--- src/rtl/sdm_rect_pkg.sv ---
package sdm_rect_pkg;

   typedef enum logic {
      ORDER_FIRST = 1'b0,
      ORDER_HIGH  = 1'b1
   } order_e;

   // Level for a neighbour pair: equal bits carry amplitude, differing bits do not.
   function automatic logic pair_level(input logic older, input logic newer);
      return ~(older ^ newer);
   endfunction

endpackage

--- src/rtl/sdm_rect_window.sv ---
module sdm_rect_window #(
   parameter int WIN = 4
) (
   input  logic           clk,
   input  logic           rst_n,
   input  logic           in_valid,
   input  logic           in_bit,
   output logic [WIN-1:0] win_next,
   output logic           win_full
);
   localparam int FILL_W = (WIN > 2) ? $clog2(WIN) : 1;
   localparam logic [FILL_W-1:0] FILL_MAX = FILL_W'(WIN - 1);

   if (WIN < 2) begin : g_bad_win
      $error("sdm_rect_window: WIN must be at least 2");
   end

   logic [WIN-1:0]    win_q;
   logic [FILL_W-1:0] fill_q;

   // Oldest sample sits at the MSB, newest at the LSB.
   always_comb begin
      win_next = {win_q[WIN-2:0], in_bit};
      win_full = in_valid && (fill_q == FILL_MAX);
   end

   always_ff @(posedge clk or negedge rst_n) begin
      if (!rst_n) begin
         win_q  <= '0;
         fill_q <= '0;
      end else if (in_valid) begin
         win_q <= win_next;
         if (fill_q != FILL_MAX) begin
            fill_q <= fill_q + 1'b1;
         end
      end
   end


   hold_when_idle_chk: assert property (@(posedge clk) disable iff (!rst_n)
      !in_valid |=> $stable(win_q));


   newest_sample_chk: assert property (@(posedge clk) disable iff (!rst_n)
      in_valid |=> win_q[0] == $past(in_bit));

endmodule

--- src/rtl/sdm_rect_override.sv ---
module sdm_rect_override
   import sdm_rect_pkg::*;
#(
   parameter int           WIN   = 4,
   parameter bit           EN    = 1'b1,
   parameter logic [WIN-1:0] PAT_A = 4'b1100,
   parameter logic [WIN-1:0] PAT_B = 4'b0011
) (
   input  logic           clk,
   input  logic           rst_n,
   input  logic           step,
   input  order_e         order,
   input  logic [WIN-1:0] win_next,
   output logic           force_zero
);
   localparam int MASK_W = WIN - 2;

   if (WIN < 3) begin : g_bad_win
      $error("sdm_rect_override: WIN must be at least 3");
   end

   if (EN) begin : g_mask
      logic              hit;
      logic [MASK_W-1:0] mask_q;

      always_comb begin
         hit        = (order == ORDER_HIGH) && ((win_next == PAT_A) || (win_next == PAT_B));
         force_zero = (order == ORDER_HIGH) && (hit || mask_q[0]);
      end

      // Bit i of the mask clears the output i+1 steps ahead.
      always_ff @(posedge clk or negedge rst_n) begin
         if (!rst_n) begin
            mask_q <= '0;
         end else if (step) begin
            if (order == ORDER_HIGH) begin
               mask_q <= (mask_q >> 1) | {MASK_W{hit}};
            end else begin
               mask_q <= '0;
            end
         end
      end


      first_order_clear_chk: assert property (@(posedge clk) disable iff (!rst_n)
         (step && order == ORDER_FIRST) |=> mask_q == '0);


      mask_drains_chk: assert property (@(posedge clk) disable iff (!rst_n)
         (step && !hit) |=> $countones(mask_q) <= $countones($past(mask_q)));
   end else begin : g_no_mask
      always_comb force_zero = 1'b0;
   end

endmodule

--- src/rtl/sdm_bitstream_rectifier.sv ---
module sdm_bitstream_rectifier
   import sdm_rect_pkg::*;
#(
   parameter int        WIN         = 4,
   parameter bit        OVERRIDE_EN = 1'b1,
   parameter logic [WIN-1:0] PAT_A  = 4'b1100,
   parameter logic [WIN-1:0] PAT_B  = 4'b0011
) (
   input  logic clk,
   input  logic rst_n,
   input  logic in_valid,
   input  logic in_bit,
   input  logic mode_hi,
   output logic out_valid,
   output logic out_bit
);
   if (WIN != 4) begin : g_bad_win
      $error("sdm_bitstream_rectifier: pattern window must be 4 samples");
   end

   logic [WIN-1:0] win_next;
   logic           win_full;
   logic           force_zero;
   logic           level;
   order_e         order;

   always_comb order = order_e'(mode_hi);

   sdm_rect_window #(.WIN(WIN)) u_window (
      .clk      (clk),
      .rst_n    (rst_n),
      .in_valid (in_valid),
      .in_bit   (in_bit),
      .win_next (win_next),
      .win_full (win_full)
   );

   sdm_rect_override #(
      .WIN   (WIN),
      .EN    (OVERRIDE_EN),
      .PAT_A (PAT_A),
      .PAT_B (PAT_B)
   ) u_override (
      .clk        (clk),
      .rst_n      (rst_n),
      .step       (win_full),
      .order      (order),
      .win_next   (win_next),
      .force_zero (force_zero)
   );

   always_comb level = pair_level(win_next[WIN-1], win_next[WIN-2]);

   always_ff @(posedge clk or negedge rst_n) begin
      if (!rst_n) begin
         out_valid <= 1'b0;
         out_bit   <= 1'b0;
      end else begin
         out_valid <= win_full;
         if (win_full) begin
            out_bit <= level && !force_zero;
         end
      end
   end


   forced_zero_chk: assert property (@(posedge clk) disable iff (!rst_n)
      (win_full && force_zero) |=> (out_valid && !out_bit));


   idle_no_output_chk: assert property (@(posedge clk) disable iff (!rst_n)
      !in_valid |=> !out_valid);


   fill_no_output_chk: assert property (@(posedge clk) disable iff (!rst_n)
      (in_valid && !win_full) |=> !out_valid);


   single_strobe_chk: assert property (@(posedge clk) disable iff (!rst_n)
      out_valid |-> $past(in_valid));

endmodule

--- config.mk ---
export PLATFORM = sky130hd
export DESIGN_NAME = sdm_bitstream_rectifier
export DESIGN_NICKNAME = d
export VERILOG_FILES = /design/src/rtl/sdm_rect_pkg.sv /design/src/rtl/sdm_rect_window.sv /design/src/rtl/sdm_rect_override.sv /design/src/rtl/sdm_bitstream_rectifier.sv
export SDC_FILE = /design/constraint.sdc
export NUM_CORES = 1
export LEC_CHECK = 0
export ABC_CLOCK_PERIOD_IN_PS = 1100
export BUFFER_PORTS_ARGS = -buffer_cell sky130_fd_sc_hd__buf_2
export CAP_MARGIN = 15
export CORE_AREA = 2 2 39 41
export CTS_CLUSTER_DIAMETER = 150
export DETAILED_ROUTE_END_ITERATION = 8
export DIE_AREA = 0 0 41 43
export GPL_TIMING_DRIVEN = 0
export PLACE_DENSITY = 0.62
export SLEW_MARGIN = 15
export SYNTH_ARGS = -nofsm -noshare
export SYNTH_HDL_FRONTEND = slang
export SYNTH_SLANG_ARGS = --single-unit
--- constraint.sdc ---
create_clock -name clk -period 1.1 [get_ports clk]
set_input_delay 0.11 -clock clk [delete_from_list [all_inputs] [get_ports clk]]
set_output_delay 0.11 -clock clk [all_outputs]
set_load 0.05 [all_outputs]
==> results of run 1 <==
[path summary, 6_finish.rpt]
path | to | slack (ns) | depth (start not counted)
worst max-delay path | out_bit$_DFFE_PN0P_ | -0.23 | 5
worst min-delay path | u_override.g_mask.mask_q[0]$_DFFE_PN0P_ | 0.12 | 3
worst max register to register | out_bit$_DFFE_PN0P_ | -0.23 | 5
worst min register to register | out_bit$_DFFE_PN0P_ | 0.50 | 2
max in group asynchronous | u_window.fill_q[0]$_DFFE_PN0P_ | 0.69 | 2
min in group asynchronous | u_override.g_mask.mask_q[1]$_DFFE_PN0P_ | 0.23 | 2
[area by class of cell]
cell class / count / area share [%]
sequential: 9 / 40.6
clock buffer: 4 / 4.74
timing repair buffer: 11 / 12.6
inverter: 3 / 2.03
tap: 16 / 3.61
multi-input combinational: 23 / 36.3
[flip-flops by register name, summed over array words and instances (netlist names)]
name and cells:
out_bit 1, u_window.win_q 3, out_valid 1, u_override.g_mask.mask_q 2
u_window.fill_q 2
[power breakdown]
group,internal [uW],leakage (uW),switching (uW)
Clock,140,0.0000150,113
Combinational,241,0.000139,252
Sequential,438,0.000113,65.1
[repair_timing]
action                                  CTS  global route
pin swaps                                 3             2
endpoints found under the setup margin    4             5
resized for setup                         3             2
hold buffers                              1             0
setup buffers                             3             1
endpoints found under the hold margin     9             0
[cell families after synthesis]
group | count (synthesis)
adders and majority gates | 3
xor gates and xnor gates | 1
muxes | 2
buffers and inverters | 3
DFF | 9
and+or+nand+nor | 9
AOI/OAI and AO/OA | 8
[stage by stage]
stage | utilization (%) | hold WS (ns) | setup slack, ns | power (uW) | cells
3_3_place_gp | 33.7 | -0.0285 | -0.178 | 885 | 57
6_report | 40.1 | 0.121 | -0.228 | 1250 | 66
4_1_cts | 38.7 | 0.109 | -0.243 | 1230 | 65
3_5_place_dp | 33.7 | -0.0261 | -0.230 | 910 | 57
2_1_floorplan | - | -0.186 | -0.135 | 807 | 35
5_1_grt | 40.1 | 0.111 | -0.287 | 1350 | 66
[Yosys cell counts, drive strengths merged]
library cell  n
nand2         6
o21ai         5
nor3b         1
mux2          2
dfrtp         9
o31a          1
inv           3
xor2          1
ha            3
and2b         1
o31ai         2
and3          1
[worst max-delay path: stages (launching register included)]
cell,delay (ns)
dfrtp_1,0.39
inv_2,0.05
ha_2,0.17
and3_4,0.14
o31a_1,0.29
o31ai_2,0.19
[routing by layer]
metal	share of wire [%]	wire length [microns]	GRT usage (%)
met3	6.3	46	4.71
met2	49	363	14.4
met5	0	0	0
met1	44	325	10.2
met4	0	0	8.00
==> out/results.tsv, run 1 <==
stage	metric	value	unit
setup_path	path_class	reg2reg	
setup_path	critPathLaunch	u_window.win_q[1]$_DFFE_PN0P_	
detailed_routing	drc	0	
timing	setup_ws	-0.228	ns
placed_design	port_buffers	6	
floorplan	dieArea	1760	sq um
power	p_leak	0.000267	uW
timing	final.setup.tns	-0.712	ns
synthesis	synthXorXnorAreaFrac	2.15	%
floorplan	die_y	43	microns
synthesis	synth-adder-area-share	9.20	%
floorplan	rows	14	
grt	globalRouteTotalUtil	9.92	%
detailed_routing	wirelength	734	microns
grt	gr-total-overflow	0	
timing	clock.fmax	0.753	GHz
synthesis	synth_area	408	sq um
detailed_routing	wl_per_cell	11.1	microns
final_layout	drive_gt1_share	46.0	%
setup_path	critical_path_required	1.26	ns
final_layout	fill_cells	140	
cts	numClockSinks	9	
final_layout	stdcell_area	554	sq um
power	ir_drop	0.849	mV
setup_path	cp_max_fo	3	
cts	cts.htree.levels	1	
final_layout	mostFrequentLayoutCell	dfrtp_1	
grt	grt_pass1_vias	295	
synthesis	synth_top_area_share	55.2	%
worst_hold_path	hold_class	in2reg	
synthesis	yosys.area_share.simple	12.0	%
timing	rsz0062_at_grt	true	
final_layout	multiInputGateArea	201	sq um
synthesis	ys_warn_count	0	
floorplan	core	1380	sq um
detailed_routing	drtPass1Iterations	4	
timing	setup_viol	5	
grt	antenna_found_initial	0	
synthesis	synth_top_family_by_area	compound AO/OA/AOI/OAI gates	
floorplan	initial_core_util	29.5	%
power	cellPowerDensity	2250	nW/um^2
synthesis	yosysTopAreaCell	dfrtp_1	
worst_hold_path	hp-start	mode_hi	
status	status	complete, but fails checks	
synthesis	avgSynthCellArea	11.7	sq um
setup_path	cp-start-kind	register	
detailed_routing	drt_iter0_markers	3	
final_layout	antenna_cells	0	
setup_path	endpoint_kind	register	
cts	tritoncts	built	
timing	period_share	121	%
final_layout	layout_common_cells	dfrtp_1, buf_2, nand2_1	
synthesis	ys_seq_area_share	55.2	%
cts	clkTransAtPathRegs	0.06	ns
synthesis	synth_compound_area_share	13.2	%
synthesis	ys_types	13	
timing	slew_violations	0	
floorplan	ios	7	
setup_path	reg2reg_from	u_window.win_q[1]$_DFFE_PN0P_	
synthesis	ys_ff_latch	9	
cts	clock_latency	0.26	ns
timing	finalCriticalPeriod	1.33	ns
final_layout	area_delta_synth_final	35.9	%
placed_design	gp_congestion	0.680	
floorplan	die_x	41	microns
synthesis	muxShareOfSynthArea	5.52	%
timing	max_slew_margin	79.6	%
timing	finalHoldViolations	0	
grt	grt_pass1_wl	1.10	mm
detailed_routing	ant_nets	0	
timing	finClkSkew	0.00318	ns
synthesis	syn_nets	43	
placed_design	place_area	467	sq um
detailed_routing	vias_per_cell	4.58	
cts	cts_made_buffers	3	
synthesis	synth_cells	35	
flow_run	maxCapViolations	0	
setup_path	worstPathArrival	1.49	ns
detailed_routing	vias	302	
status	violations	negative setup slack	
final_layout	seq_area	225	sq um
synthesis	synth.area.top_cells	dfrtp_1, ha_1, o21ai_0	
grt	grt_max_degree	10	
cts	cts.path.max_buffers	2	
cts	root_buffer	clkbuf_4	
final_layout	final_nets	59	
timing	tightest_slew	0.305	ns
Power figures use the tool's default switching activity.
==> inputs of run 2 (changes only) <==
--- a/config.mk
+++ b/config.mk
@@ -13,7 +13,7 @@
 export DETAILED_ROUTE_END_ITERATION = 8
 export DIE_AREA = 0 0 41 43
 export GPL_TIMING_DRIVEN = 0
-export PLACE_DENSITY = 0.62
+export PLACE_DENSITY = 0.51
 export SLEW_MARGIN = 15
 export SYNTH_ARGS = -nofsm -noshare
 export SYNTH_HDL_FRONTEND = slang
==> run 2 against run 1 <==
  * The run still ends with negative setup slack left
  * Clock power rose by 2%
  * Worst hold slack got worse by 0.014 ns
  * Sequential cell count did not move
  * Critical path depth did not move
  * Largest power group unchanged
==> out/results.tsv, run 2 (synthesized netlist as in run 1, its figures left out) <==
stage	metric	value	unit
status	status	complete, but fails checks	
status	violations	negative setup slack	
timing	setup_viol	5	
timing	setup_ws	-0.180	ns
floorplan	initial_core_util	29.5	%
setup_path	r2r-end	out_bit$_DFFE_PN0P_	
setup_path	reg2reg_slack	-0.18	ns
final_layout	layout_common_cells	dfrtp_1, nand2_1, buf_2	
timing	rsz0062_at_grt	true	
timing	finalHoldViolations	0	
setup_path	critical_path_required	1.27	ns
placed_design	gp_congestion	0.598	
timing	finClkSkew	0.00633	ns
floorplan	dieArea	1760	sq um
cts	cts.path.max_buffers	2	
floorplan	die_y	43	microns
grt	antenna_found_initial	0	
floorplan	die_x	41	microns
detailed_routing	vias_per_cell	4.62	
detailed_routing	ant_nets	0	
cts	root_buffer	clkbuf_4	
grt	grt_util_met2	13.8	%
floorplan	ios	7	
detailed_routing	vias	305	
timing	final.setup.tns	-0.492	ns
timing	slew_violations	0	
timing	finalCriticalPeriod	1.28	ns
grt	globalRouteTotalUtil	10.1	%
cts	tritoncts	built	
detailed_routing	wl_per_cell	10.4	microns
timing	tightest_slew	0.236	ns
setup_path	path_class	reg2reg	
detailed_routing	drt_iter0_markers	3	
detailed_routing	drtPass1Iterations	4	
timing	timing.hold.ws	0.107	ns
grt	grt_pass1_vias	286	
timing	max_slew_margin	84.2	%
final_layout	area_delta_synth_final	35.6	%
power	power.total	1240	uW
flow_run	maxCapViolations	0	
power	cellPowerDensity	2250	nW/um^2
worst_hold_path	min_path_cells	3	
final_layout	drive_gt1_share	46.0	%
setup_path	critPathCapture	out_bit$_DFFE_PN0P_	
grt	gr-total-overflow	0	
setup_path	worstPathArrival	1.45	ns
grt	grt_max_degree	10	
timing	period_share	116	%
final_layout	largest_register	u_window.win_q	
final_layout	final_nets	59	
grt	grt_pass1_wl	1.12	mm
cts	cts.htree.levels	1	
final_layout	antenna_cells	0	
floorplan	rows	14	
floorplan	core	1380	sq um
detailed_routing	wirelength	688	microns
setup_path	critPathLaunch	u_window.win_q[1]$_DFFE_PN0P_	
setup_path	cp_max_fo	3	
setup_path	r2r_cells	5	
final_layout	mostFrequentLayoutCell	dfrtp_1	
power	p_leak	0.000272	uW
final_layout	largest_reg_flops	3	
grt	busiest_layer	met2	
placed_design	dp_hpwl	492	microns
placed_design	port_buffers	6	
cts	clock_latency	0.26	ns
timing	clock.fmax	0.781	GHz
grt	gr-usage-met1	11.6	%
grt	met3_usage	3.14	%
cts	cts_made_buffers	3	
setup_path	cp-start-kind	register	
final_layout	reg_top3	u_window.win_q x3, u_override.g_mask.mask_q x2, u_window.fill_q x2	
power	ir_drop	0.855	mV
setup_path	reg2reg_from	u_window.win_q[1]$_DFFE_PN0P_	
cts	numClockSinks	9	
worst_hold_path	hold_class	in2reg	
detailed_routing	drc	0	
setup_path	endpoint_kind	register	
cts	clkTransAtPathRegs	0.07	ns
[run 2: cell count changes in the layout (fill, tap and decap cells not counted)]
cell,before,now
buf_4,4,3
buf_6,0,1
o31ai_4,1,0
o21ai_1,1,2
and2b_1,1,0
nor3b_4,0,1
o21ai_0,4,2
nor3b_2,1,0
o31ai_1,0,1
and2b_2,0,1
nand2_2,1,0
nand2_1,5,6
o21ai_2,0,1
[run 2: timing repair]
action                                 CTS  global route
endpoints found under the hold margin    9             0
setup endpoints to repair                4             5
pin swaps                                2             4
setup buffers                            1             3
hold buffers                             1             0
resized for setup                        1             7
[run 2: routing by layer]
layer | vias up | wire length, microns
li1 | 151 | -
met1 | 147 | 298
met2 | 5 | 343
met3 | 2 | 37
met4 | 0 | 8
met5 | - | 0
[run 2: worst min-delay path by stage]
stage,startpoint,end,slack [ns]
final,mode_hi,u_override.g_mask.mask_q[1]$_DFFE_PN0P_,0.11
after global routing,mode_hi,u_override.g_mask.mask_q[1]$_DFFE_PN0P_,0.14
after CTS,in_bit,u_window.win_q[0]$_DFFE_PN0P_,0.11
after detailed placement,rst_n,out_valid$_DFF_PN0_,-0.02
after global placement,rst_n,out_valid$_DFF_PN0_,-0.04
after floorplan,rst_n,out_bit$_DFFE_PN0P_,-0.19
[run 2: where the power goes]
part | switching [uW] | internal, uW
Sequential | 59.8 | 437
Combinational | 248 | 240
Clock | 119 | 140
Total | 426 | 817
[run 2: worst max-delay path: stages, from the launching register on]
cell and delay, ns:
dfrtp_1 0.38, inv_2 0.05, ha_2 0.17, and3_4 0.15
o31a_1 0.28, o31ai_2 0.17
[run 2: layout make-up]
type | count | area [sq um]
clock buffer | 4 | 26.3
fill | 136 | 831
inverter | 3 | 11.3
multi-input combinational | 23 | 196
sequential | 9 | 225
tap | 16 | 20.0
timing repair buffer | 11 | 73.8
[run 2: stage by stage]
step / setup WS [ns] / util, % / area (sq um) / std cells
after detailed placement: -0.199 / 33.7 / 467 / 57
after global routing: -0.251 / 40.0 / 553 / 66
after global placement: -0.164 / 33.7 / 467 / 57
after CTS: -0.184 / 36.9 / 510 / 63
after floorplan: -0.135 / - / 417 / 35
final: -0.180 / 40.0 / 553 / 66
